$ cat config.mk
export PLATFORM = sky130hd
export DESIGN_NAME = rx_flow_fifo
export DESIGN_NICKNAME = d
export VERILOG_FILES = /design/src/rtl/rxf_pkg.sv /design/src/rtl/rxf_store.sv /design/src/rtl/rxf_rts_ctrl.sv /design/src/rtl/rx_flow_fifo.sv
export SDC_FILE = /design/constraint.sdc
export NUM_CORES = 1
export LEC_CHECK = 0
export ABC_AREA = 1
export BUFFER_PORTS_ARGS = -buffer_cell sky130_fd_sc_hd__buf_2
export CORE_ASPECT_RATIO = 1.25
export CORE_UTILIZATION = 52
export CTS_BUF_LIST = sky130_fd_sc_hd__clkbuf_4 sky130_fd_sc_hd__clkbuf_8
export CTS_CLUSTER_DIAMETER = 40
export CTS_CLUSTER_SIZE = 16
export DETAILED_ROUTE_END_ITERATION = 8
export HOLD_SLACK_MARGIN = 0.05
export PLACE_DENSITY_LB_ADDON = 0.1
export SLEW_MARGIN = 10
export SYNTH_ARGS = -nofsm -noshare
export SYNTH_HDL_FRONTEND = slang
export SYNTH_SLANG_ARGS = --single-unit
$ cat constraint.sdc
create_clock -name clk -period 4.3 [get_ports clk]
set_clock_uncertainty 0.15 [all_clocks]
set_input_delay 1.29 -clock clk [delete_from_list [all_inputs] [get_ports clk]]
set_output_delay 1.29 -clock clk [all_outputs]
set_load 0.03 [all_outputs]
$ cat src/rtl/rxf_pkg.sv
package rxf_pkg;
  // Each threshold field counts groups of 2**THR_SHIFT bytes.
  localparam int THR_SHIFT = 2;
  localparam int THR_W     = 4;
endpackage

$ cat src/rtl/rxf_store.sv
module rxf_store #(
  parameter int DATA_W = 8,
  parameter int DEPTH  = 64,
  localparam int AW    = $clog2(DEPTH),
  localparam int CW    = $clog2(DEPTH + 1)
) (
  input  logic              clk,
  input  logic              rst_n,
  input  logic              wr_valid,
  input  logic [DATA_W-1:0] wr_data,
  input  logic              rd_strobe,
  output logic [DATA_W-1:0] rd_data,
  output logic [CW-1:0]     level,
  output logic [CW-1:0]     level_nxt,
  output logic              overrun
);
  logic [DATA_W-1:0] mem [DEPTH];
  logic [AW-1:0]     wp_q, wp_nxt, rp_q, rp_nxt;
  logic [CW-1:0]     lvl_q;
  logic [DATA_W-1:0] rd_q, rd_nxt;
  logic              ovr_q, ovr_nxt;
  logic              wr_ok, rd_ok;

  always_comb begin
    wr_ok   = wr_valid && (lvl_q != CW'(DEPTH));
    rd_ok   = rd_strobe && (lvl_q != '0);
    wp_nxt  = wr_ok ? wp_q + AW'(1) : wp_q;
    rp_nxt  = rd_ok ? rp_q + AW'(1) : rp_q;
    rd_nxt  = rd_ok ? mem[rp_q] : rd_q;
    ovr_nxt = ovr_q || (wr_valid && !wr_ok);
    case ({wr_ok, rd_ok})
      2'b10:   level_nxt = lvl_q + CW'(1);
      2'b01:   level_nxt = lvl_q - CW'(1);
      default: level_nxt = lvl_q;
    endcase
  end

  always_ff @(posedge clk) begin
    if (wr_ok) mem[wp_q] <= wr_data;
  end

  always_ff @(posedge clk or negedge rst_n) begin
    if (!rst_n) begin
      wp_q  <= '0;
      rp_q  <= '0;
      lvl_q <= '0;
      rd_q  <= '0;
      ovr_q <= 1'b0;
    end else begin
      wp_q  <= wp_nxt;
      rp_q  <= rp_nxt;
      lvl_q <= level_nxt;
      rd_q  <= rd_nxt;
      ovr_q <= ovr_nxt;
    end
  end

  assign rd_data = rd_q;
  assign level   = lvl_q;
  assign overrun = ovr_q;
endmodule

$ cat src/rtl/rxf_rts_ctrl.sv
module rxf_rts_ctrl
  import rxf_pkg::*;
#(
  parameter int CW = 7
) (
  input  logic             clk,
  input  logic             rst_n,
  input  logic [2*THR_W-1:0] cfg,
  input  logic [CW-1:0]    level_nxt,
  output logic             rts_act
);
  logic [CW-1:0] halt_b, resume_b;
  logic          hyst_ok;
  logic          act_q, act_nxt;

  always_comb begin
    halt_b   = CW'(cfg[THR_W-1:0]) << THR_SHIFT;
    resume_b = CW'(cfg[2*THR_W-1:THR_W]) << THR_SHIFT;
    hyst_ok  = resume_b < halt_b;
    if (!hyst_ok || act_q) act_nxt = level_nxt < halt_b;
    else                   act_nxt = level_nxt <= resume_b;
  end

  always_ff @(posedge clk or negedge rst_n) begin
    if (!rst_n) act_q <= 1'b1;
    else        act_q <= act_nxt;
  end

  assign rts_act = act_q;
endmodule

$ cat src/rtl/rx_flow_fifo.sv
module rx_flow_fifo
  import rxf_pkg::*;
#(
  parameter int DATA_W = 8,
  parameter int DEPTH  = 64
) (
  input  logic                       clk,
  input  logic                       rst_n,
  input  logic                       wr_valid,
  input  logic [DATA_W-1:0]          wr_data,
  input  logic                       rd_strobe,
  output logic [DATA_W-1:0]          rd_data,
  input  logic [2*THR_W-1:0]         flow_cfg,
  input  logic                       auto_rts_en,
  input  logic                       sw_rts,
  output logic                       rts_n,
  output logic [$clog2(DEPTH+1)-1:0] fill_count,
  output logic                       empty,
  output logic                       full,
  output logic                       overrun
);
  localparam int CW = $clog2(DEPTH + 1);

  logic [CW-1:0] lvl_nxt;
  logic          rts_act;

  rxf_store #(.DATA_W(DATA_W), .DEPTH(DEPTH)) u_store (
    .clk       (clk),
    .rst_n     (rst_n),
    .wr_valid  (wr_valid),
    .wr_data   (wr_data),
    .rd_strobe (rd_strobe),
    .rd_data   (rd_data),
    .level     (fill_count),
    .level_nxt (lvl_nxt),
    .overrun   (overrun)
  );

  rxf_rts_ctrl #(.CW(CW)) u_rts (
    .clk       (clk),
    .rst_n     (rst_n),
    .cfg       (flow_cfg),
    .level_nxt (lvl_nxt),
    .rts_act   (rts_act)
  );

  assign rts_n = auto_rts_en ? ~rts_act : ~sw_rts;
  assign empty = (fill_count == '0);
  assign full  = (fill_count == CW'(DEPTH));
endmodule

==> results.ini, run 1 <==
[status]
outcome = complete, no violations

[cts]
numCtsBuffers = 52
root_buffer = clkbuf_8
clock_latency_ns = 0.64
post_cts_hold_buffer_count = 0
cts.sinks = 541
postCtsSetupBuffers = 0
clk_pin_slew_ns = 0.09
cts_tree = yes
htree_levels = 2
cts-resized-gates = 0
clock_path_buffers = 3

[sta]
finalCriticalPeriod_ns = 3.78
worst_pin_slew_ns = 1.18
drv_slew = 0
final-setup-viol-count = 0
tns_ns = 0
hold_ws_ns = 0.307
grt_setup_unrepaired = false
fmax_mhz = 265
min_period_over_period = 0.878
slew_headroom = 0.211
final_hold_viol_count = 0

[placed_design]
gp_congestion = 0.866
port_buffers = 40
dp_hpwl_um = 35500

[cells_and_area]
ff_latch_area_um2 = 16100
n_fill_cell = 3827
nNetsFinal = 2257
multiInputGateArea_um2 = 5930
syn2layout_area_growth_pct = 8.10
layout-drive-gt1-share = 0.0824

[global_routing]
track_usage = 0.260
grt-ovfl-total = 0
grt_first_pass_wirelength_um = 88800
grt_pass1_vias = 14900
grt_max_degree = 157
antenna_found_initial = 1

[power]
p_sw_uw = 6350
p_leak_uw = 0.0100
power.internal_uw = 9390
clkPwrFrac = 0.231
seqPwrFrac = 0.413
ir_drop_mv = 0.534
p_sw_frac = 0.403
power_density_nw_per_um2 = 622
p_comb_frac = 0.357

[floorplan]
row_count = 86
coreArea_um2 = 44200
die_y_um = 239
initial_utilization = 0.530
die_area_um2 = 45900
ios = 41
die_w_um = 192

[synth]
synth-compound-area-share = 0.0229
synth_seq_cells = 541
synth_xor_area_frac = 0.00449
synth-simple-area-share = 0.215
synth_top_family_by_area = simple AND/OR/NAND/NOR gates
synth-warning-count = 0
synth.distinct_cells = 31
netlist_area_um2 = 23400
syn-num-nets = 2235
syn_inst = 2194
seq_area_frac_synth = 0.687
syn_area_per_cell_um2 = 10.7
synth.mux.area_fraction = 0
synth_fa_ha_area_frac = 0.0105

[critical_path]
path_delay_family = compound AO/OA/AOI/OAI gates
cp_data_required_time_ns = 4.70
cpMostUsedCell = nor2_1
cp_cell_sequence = nor2_1, nand3_1, nor3_2, nor2_2, inv_1, ha_1, inv_1, fa_1, inv_1, nand2_1, a21oi_1, nor2_1, o22ai_1, ha_1, a21oi_1, nor2_1, nor2_1, o21ai_0, a21o_1, a21oi_1
endpoint_kind = register
cp-start-kind = register
cp_num_buf_inv = 3
worstPathMaxFanout = 5
critical_path_arrival_ns = 4.18
crit_slowest_cell = dfrtp_1
max_stage_delay_ns = 0.43
worstSetupPathType = register to register

[route]
first_pass_iters = 7
drt_drc_violations_left = 0
dr.first_iter.drc_count = 1226
drtAntennaViolNets = 0
wl_per_cell_um = 20.4
drt-total-wl_um = 57600
routed_via_density = 5.42
dr_total_vias = 15300

[worst_hold_path]
holdCritPathClass = register to register

[run]
maxCapViolCount = 0

[area by class of cell]
class,count,share of cell area
Clock inverter,36,0.0183
Antenna cell,1,0.0000988
Multi-Input combinational cell,1334,0.234
Timing Repair Buffer,76,0.0210
Tap cell,572,0.0283
Sequential cell,541,0.636
Inverter,211,0.0315
Clock buffer,58,0.0303
[sequential cells by signal, indices dropped and copies added, names as in the netlist]
| name | flops |
|---|---|
| u_store.rd_data | 8 |
| u_store.rp_q | 6 |
| u_rts.rts_act | 1 |
| u_store.level | 7 |
| u_store.wp_q | 6 |
| u_store.overrun | 1 |
| u_store.mem | 512 |
[placed cells by master (no fill, tap or decap), types with 4 or more instances in the layout]
cell        synthesis  routed
inv_2               4       4
buf_12              0       5
nand2_1           750     750
o21ai_0            27      27
clkbuf_8            0      53
nand4_4             7       7
clkinv_4            0       6
nor2_1            157     156
bufinv_16           0       8
buf_4              17      31
clkbuf_4            0       5
clkinvlp_4          0       6
inv_1             204     203
nand3_1           286     286
o211ai_1           24      24
buf_2              61      40
dfrtp_1            28      26
clkinv_2            0       4
inv_6               0       7
clkinv_1            2       6
xor2_1             11      11
ha_1               18      18
a21oi_1            40      40
edfxtp_1          512     512
[cells by family after synthesis]
group                      after synthesis
buffers and inverters                  319
AOI/OAI and AO/OA                       94
xor gates and xnor gates                12
adders and majority gates               19
and+or+nand+nor                       1209
DFF                                    541
[layer usage]
layer,up-vias,GRT usage,routed length [µm]
met5,-,0,0
met4,0,0.0895,1830
met3,94,0.0325,3750
met2,510,0.430,28000
met1,7404,0.356,24000
li1,7337,-,-
[power by group through the flow]
| stage | Clock [µW] | Combinational, µW | Sequential (µW) |
|---|---|---|---|
| 2_1_floorplan | 0 | 3980 | 6470 |
| 3_3_place_gp | 0 | 5540 | 6600 |
| 3_5_place_dp | 0 | 5590 | 6610 |
| 4_1_cts | 3690 | 5610 | 6500 |
| 5_1_grt | 3880 | 6230 | 6550 |
| 6_report | 3630 | 5610 | 6500 |
[cell usage after synthesis (all sizes together)]
master,instances,share of area
nand2,751,0.12
edfxtp,512,0.66
nand3,286,0.061
inv,209,0.034
nor2,158,0.025
buf,92,0.023
a21oi,40,0.0085
dfrtp,28,0.030
o21ai,27,0.0058
o211ai,24,0.0077
ha,18,0.0096
clkbuf,16,0.0026
xor2,11,0.0041
nand4,8,0.0066
nor3,4,0.0011
a21o,2,0.00064
clkinv,2,0.00032
nand3b,2,0.00064
dfstp,1,0.0011
fa,1,0.00085
o22ai,1,0.00027
xnor2,1,0.00037
[final timing paths]
kind	start	endpoint	slack (ns)	depth (start not counted)
min in group asynchronous	rst_n	u_store.wp_q[2]	0.59	1
worst min register to register	u_store.overrun	u_store.overrun	0.31	1
max in group asynchronous	rst_n	u_store.rp_q[0]	2.80	1
worst max-delay path	u_store.level[3]	u_rts.rts_act	0.52	20
worst min-delay path	u_store.overrun	u_store.overrun	0.31	1
worst max register to register	u_store.level[3]	u_rts.rts_act	0.52	20
[per-stage QoR]
| step | power [µW] | util | cell area [µm²] | instances | worst slack (ns) |
|---|---|---|---|---|---|
| 5_1_grt | 16700 | 0.573 | 25300 | 2829 | 0.170 |
| 3_5_place_dp | 12200 | 0.545 | 24100 | 2734 | -0.0520 |
| 3_3_place_gp | 12100 | 0.545 | 24100 | 2734 | 0.110 |
| 6_report | 15700 | 0.573 | 25300 | 2829 | 0.523 |
| 4_1_cts | 15800 | 0.573 | 25300 | 2828 | 0.526 |
| 2_1_floorplan | 10400 | - | 23400 | 2194 | 0.0609 |
Power figures use the tool's default switching activity.
==> inputs of run 2 (changes only) <==
--- a/config.mk
+++ b/config.mk
@@ -8,9 +8,9 @@
 export ABC_AREA = 1
 export BUFFER_PORTS_ARGS = -buffer_cell sky130_fd_sc_hd__buf_2
 export CORE_ASPECT_RATIO = 1.25
+export CORE_MARGIN = 2
 export CORE_UTILIZATION = 52
 export CTS_BUF_LIST = sky130_fd_sc_hd__clkbuf_4 sky130_fd_sc_hd__clkbuf_8
-export CTS_CLUSTER_DIAMETER = 40
 export CTS_CLUSTER_SIZE = 16
 export DETAILED_ROUTE_END_ITERATION = 8
 export HOLD_SLACK_MARGIN = 0.05
==> run 2 against run 1 <==
Sequential cell count unchanged. Fmax up 2.3%. Total power up 5.3%. Die area up 1.9%. Global-route usage down 0.43 points. Combinational power up 4.5%. Routed wire length up 2.1%. Via count up 1.6%. Count of clock-buffer cells in the layout up 61. Largest cell class unchanged. Critical endpoint unchanged. Cell count up 2.0%.
==> results.ini, run 2 (synthesized netlist as in run 1, its figures left out) <==
[floorplan]
coreArea_um2 = 44300  ; was 44,200 µm²
die_area_um2 = 46800  ; was 45,900 µm²
ios = 41  ; unchanged
initial_utilization = 0.528  ; was 0.530
die_y_um = 241  ; was 239 µm
row_count = 86  ; unchanged
die_w_um = 194  ; was 192 µm

[cts]
cts.sinks = 541  ; unchanged
clk_pin_slew_ns = 0.06  ; was 0.09 ns
numCtsBuffers = 82  ; was 52
clock_latency_ns = 0.66  ; was 0.64 ns
clock_path_buffers = 3  ; unchanged
root_buffer = clkbuf_8  ; unchanged
cts-resized-gates = 0  ; unchanged
cts_tree = yes  ; unchanged
post_cts_hold_buffer_count = 0  ; unchanged
postCtsSetupBuffers = 0  ; unchanged
htree_levels = 3  ; was 2

[cells_and_area]
largest-register = u_store.mem  ; unchanged
nNetsFinal = 2289  ; was 2,257
final_common_cell = nand2_1  ; unchanged
mostFrequentLayoutCells = 750 x nand2_1, 512 x edfxtp_1, 286 x nand3_1  ; unchanged
syn2layout_area_growth_pct = 10.1  ; was 8.10%
largest_reg_flops = 512  ; unchanged
layout-drive-gt1-share = 0.0986  ; was 0.0824

[critical_path]
worstSetupPathType = register to register  ; unchanged
cp-endpoint = u_rts.rts_act  ; unchanged
r2r_cells = 20  ; unchanged
worstPathMaxFanout = 7  ; was 5
critical_path_arrival_ns = 4.12  ; was 4.18 ns
reg2reg_slack_ns = 0.61  ; was 0.52 ns
reg2reg_from = u_store.level[3]  ; unchanged
cp_data_required_time_ns = 4.72  ; was 4.70 ns
critPathLaunch = u_store.level[3]  ; unchanged
endpoint_kind = register  ; unchanged
cp-start-kind = register  ; unchanged
timing.rr.end = u_rts.rts_act  ; unchanged

[global_routing]
track_usage = 0.256  ; was 0.260
grt-ovfl-total = 0  ; unchanged
grt_first_pass_wirelength_um = 90300  ; was 88,800 µm
grt_max_degree = 178  ; was 157
grt_pass1_vias = 15600  ; was 14,900
antenna_found_initial = 1  ; unchanged

[worst_hold_path]
holdCritPathClass = register to register  ; unchanged
whs_path_depth = 1  ; unchanged

[power]
p_leak_uw = 0.0103  ; was 0.0100 µW
power_density_nw_per_um2 = 643  ; was 622 nW/µm²
ir_drop_mv = 0.354  ; was 0.534 mV
total_power_uw = 16600  ; was 15,700 µW

[sta]
drv_slew = 0  ; unchanged
grt_setup_unrepaired = false  ; unchanged
finalCriticalPeriod_ns = 3.69  ; was 3.78 ns
tns_ns = 0  ; unchanged
final-setup-viol-count = 0  ; unchanged
final_hold_viol_count = 0  ; unchanged
fmax_mhz = 271  ; was 265 MHz
worst_pin_slew_ns = 1.00  ; was 1.18 ns
min_period_over_period = 0.859  ; was 0.878
slew_headroom = 0.330  ; was 0.211

[route]
dr.first_iter.drc_count = 1485  ; was 1,226
drt-total-wl_um = 58800  ; was 57,600 µm
drt_drc_violations_left = 0  ; unchanged
wl_per_cell_um = 20.4  ; about the same
drtAntennaViolNets = 0  ; unchanged
first_pass_iters = 6  ; was 7
dr_total_vias = 15600  ; was 15,300
routed_via_density = 5.40  ; was 5.42

[placed_design]
port_buffers = 40  ; unchanged
gp_congestion = 0.880  ; was 0.866
dp_hpwl_um = 35600  ; was 35,500 µm

[run]
maxCapViolCount = 0  ; unchanged

[status]
outcome = complete, no violations  ; unchanged

run 2: cell count changes in the layout (fill, tap and decap cells not counted), sizes merged:
cell / before / now
inv: 215 / 208
clkinv: 18 / 25
buf: 76 / 78
clkinvlp: 6 / 3
clkbuf: 58 / 119
bufinv: 8 / 4
run 2: stage by stage:
| step | area [µm²] | worst slack, ns | util | hold slack [ns] | cells |
|---|---|---|---|---|---|
| after CTS | 25800 | 0.604 | 0.582 | 0.306 | 2884 |
| after detailed placement | 24100 | 0.0505 | 0.544 | 0.290 | 2736 |
| final | 25800 | 0.608 | 0.582 | 0.306 | 2885 |
| after global placement | 24100 | 0.107 | 0.544 | 0.292 | 2736 |
| after floorplan | 23400 | 0.0609 | - | 0.430 | 2194 |
| after global routing | 25800 | 0.206 | 0.582 | 0.329 | 2885 |
run 2: critical path, cell delays in order (launching register included):
cell	delay (ns)
dfrtp_1	0.42
nor2_1	0.13
nand3_1	0.11
nor3_2	0.21
nor2_2	0.06
inv_1	0.07
ha_1	0.33
inv_1	0.09
fa_1	0.39
inv_1	0.06
nand2_1	0.06
a21oi_1	0.25
nor2_1	0.09
o22ai_1	0.23
ha_1	0.30
a21oi_1	0.15
nor2_1	0.05
nor2_1	0.07
o21ai_0	0.08
a21o_1	0.18
a21oi_1	0.15
run 2: where the power goes:
part / total [µW] / internal (µW) / switching [µW]
Clock: 4370 / 2400 / 1960
Combinational: 5860 / 1610 / 4250
Sequential: 6350 / 6090 / 266
Total: 16600 / 10100 / 6480
run 2: layout make-up:
| class | count | area (µm²) |
|---|---|---|
| flip-flops and latches | 541 | 16100 |
| repair buffers | 78 | 561 |
| diodes | 1 | 2.50 |
| multi-input cells | 1334 | 5930 |
| inverters | 211 | 798 |
| fillers | 3764 | 18500 |
| well taps | 572 | 716 |
| clock inverters | 29 | 230 |
| clock buffers | 119 | 1450 |
run 2: routing by layer:
metal | GRT usage | vias to the layer above | part of all wire
met5 | 0 | - | 0
met4 | 0.0992 | 0 | 0.029
met3 | 0.0331 | 92 | 0.065
met2 | 0.430 | 548 | 0.49
met1 | 0.344 | 7528 | 0.42
li1 | - | 7425 | -
run 2: worst min path at each step:
stage,startpoint,to,slack [ns]
after CTS,u_store.overrun,u_store.overrun,0.31
after floorplan,u_store.wp_q[5],u_store.wp_q[5],0.43
after global placement,u_store.overrun,u_store.overrun,0.29
after global routing,u_store.overrun,u_store.overrun,0.33
after detailed placement,u_store.overrun,u_store.overrun,0.29
final,u_store.overrun,u_store.overrun,0.31
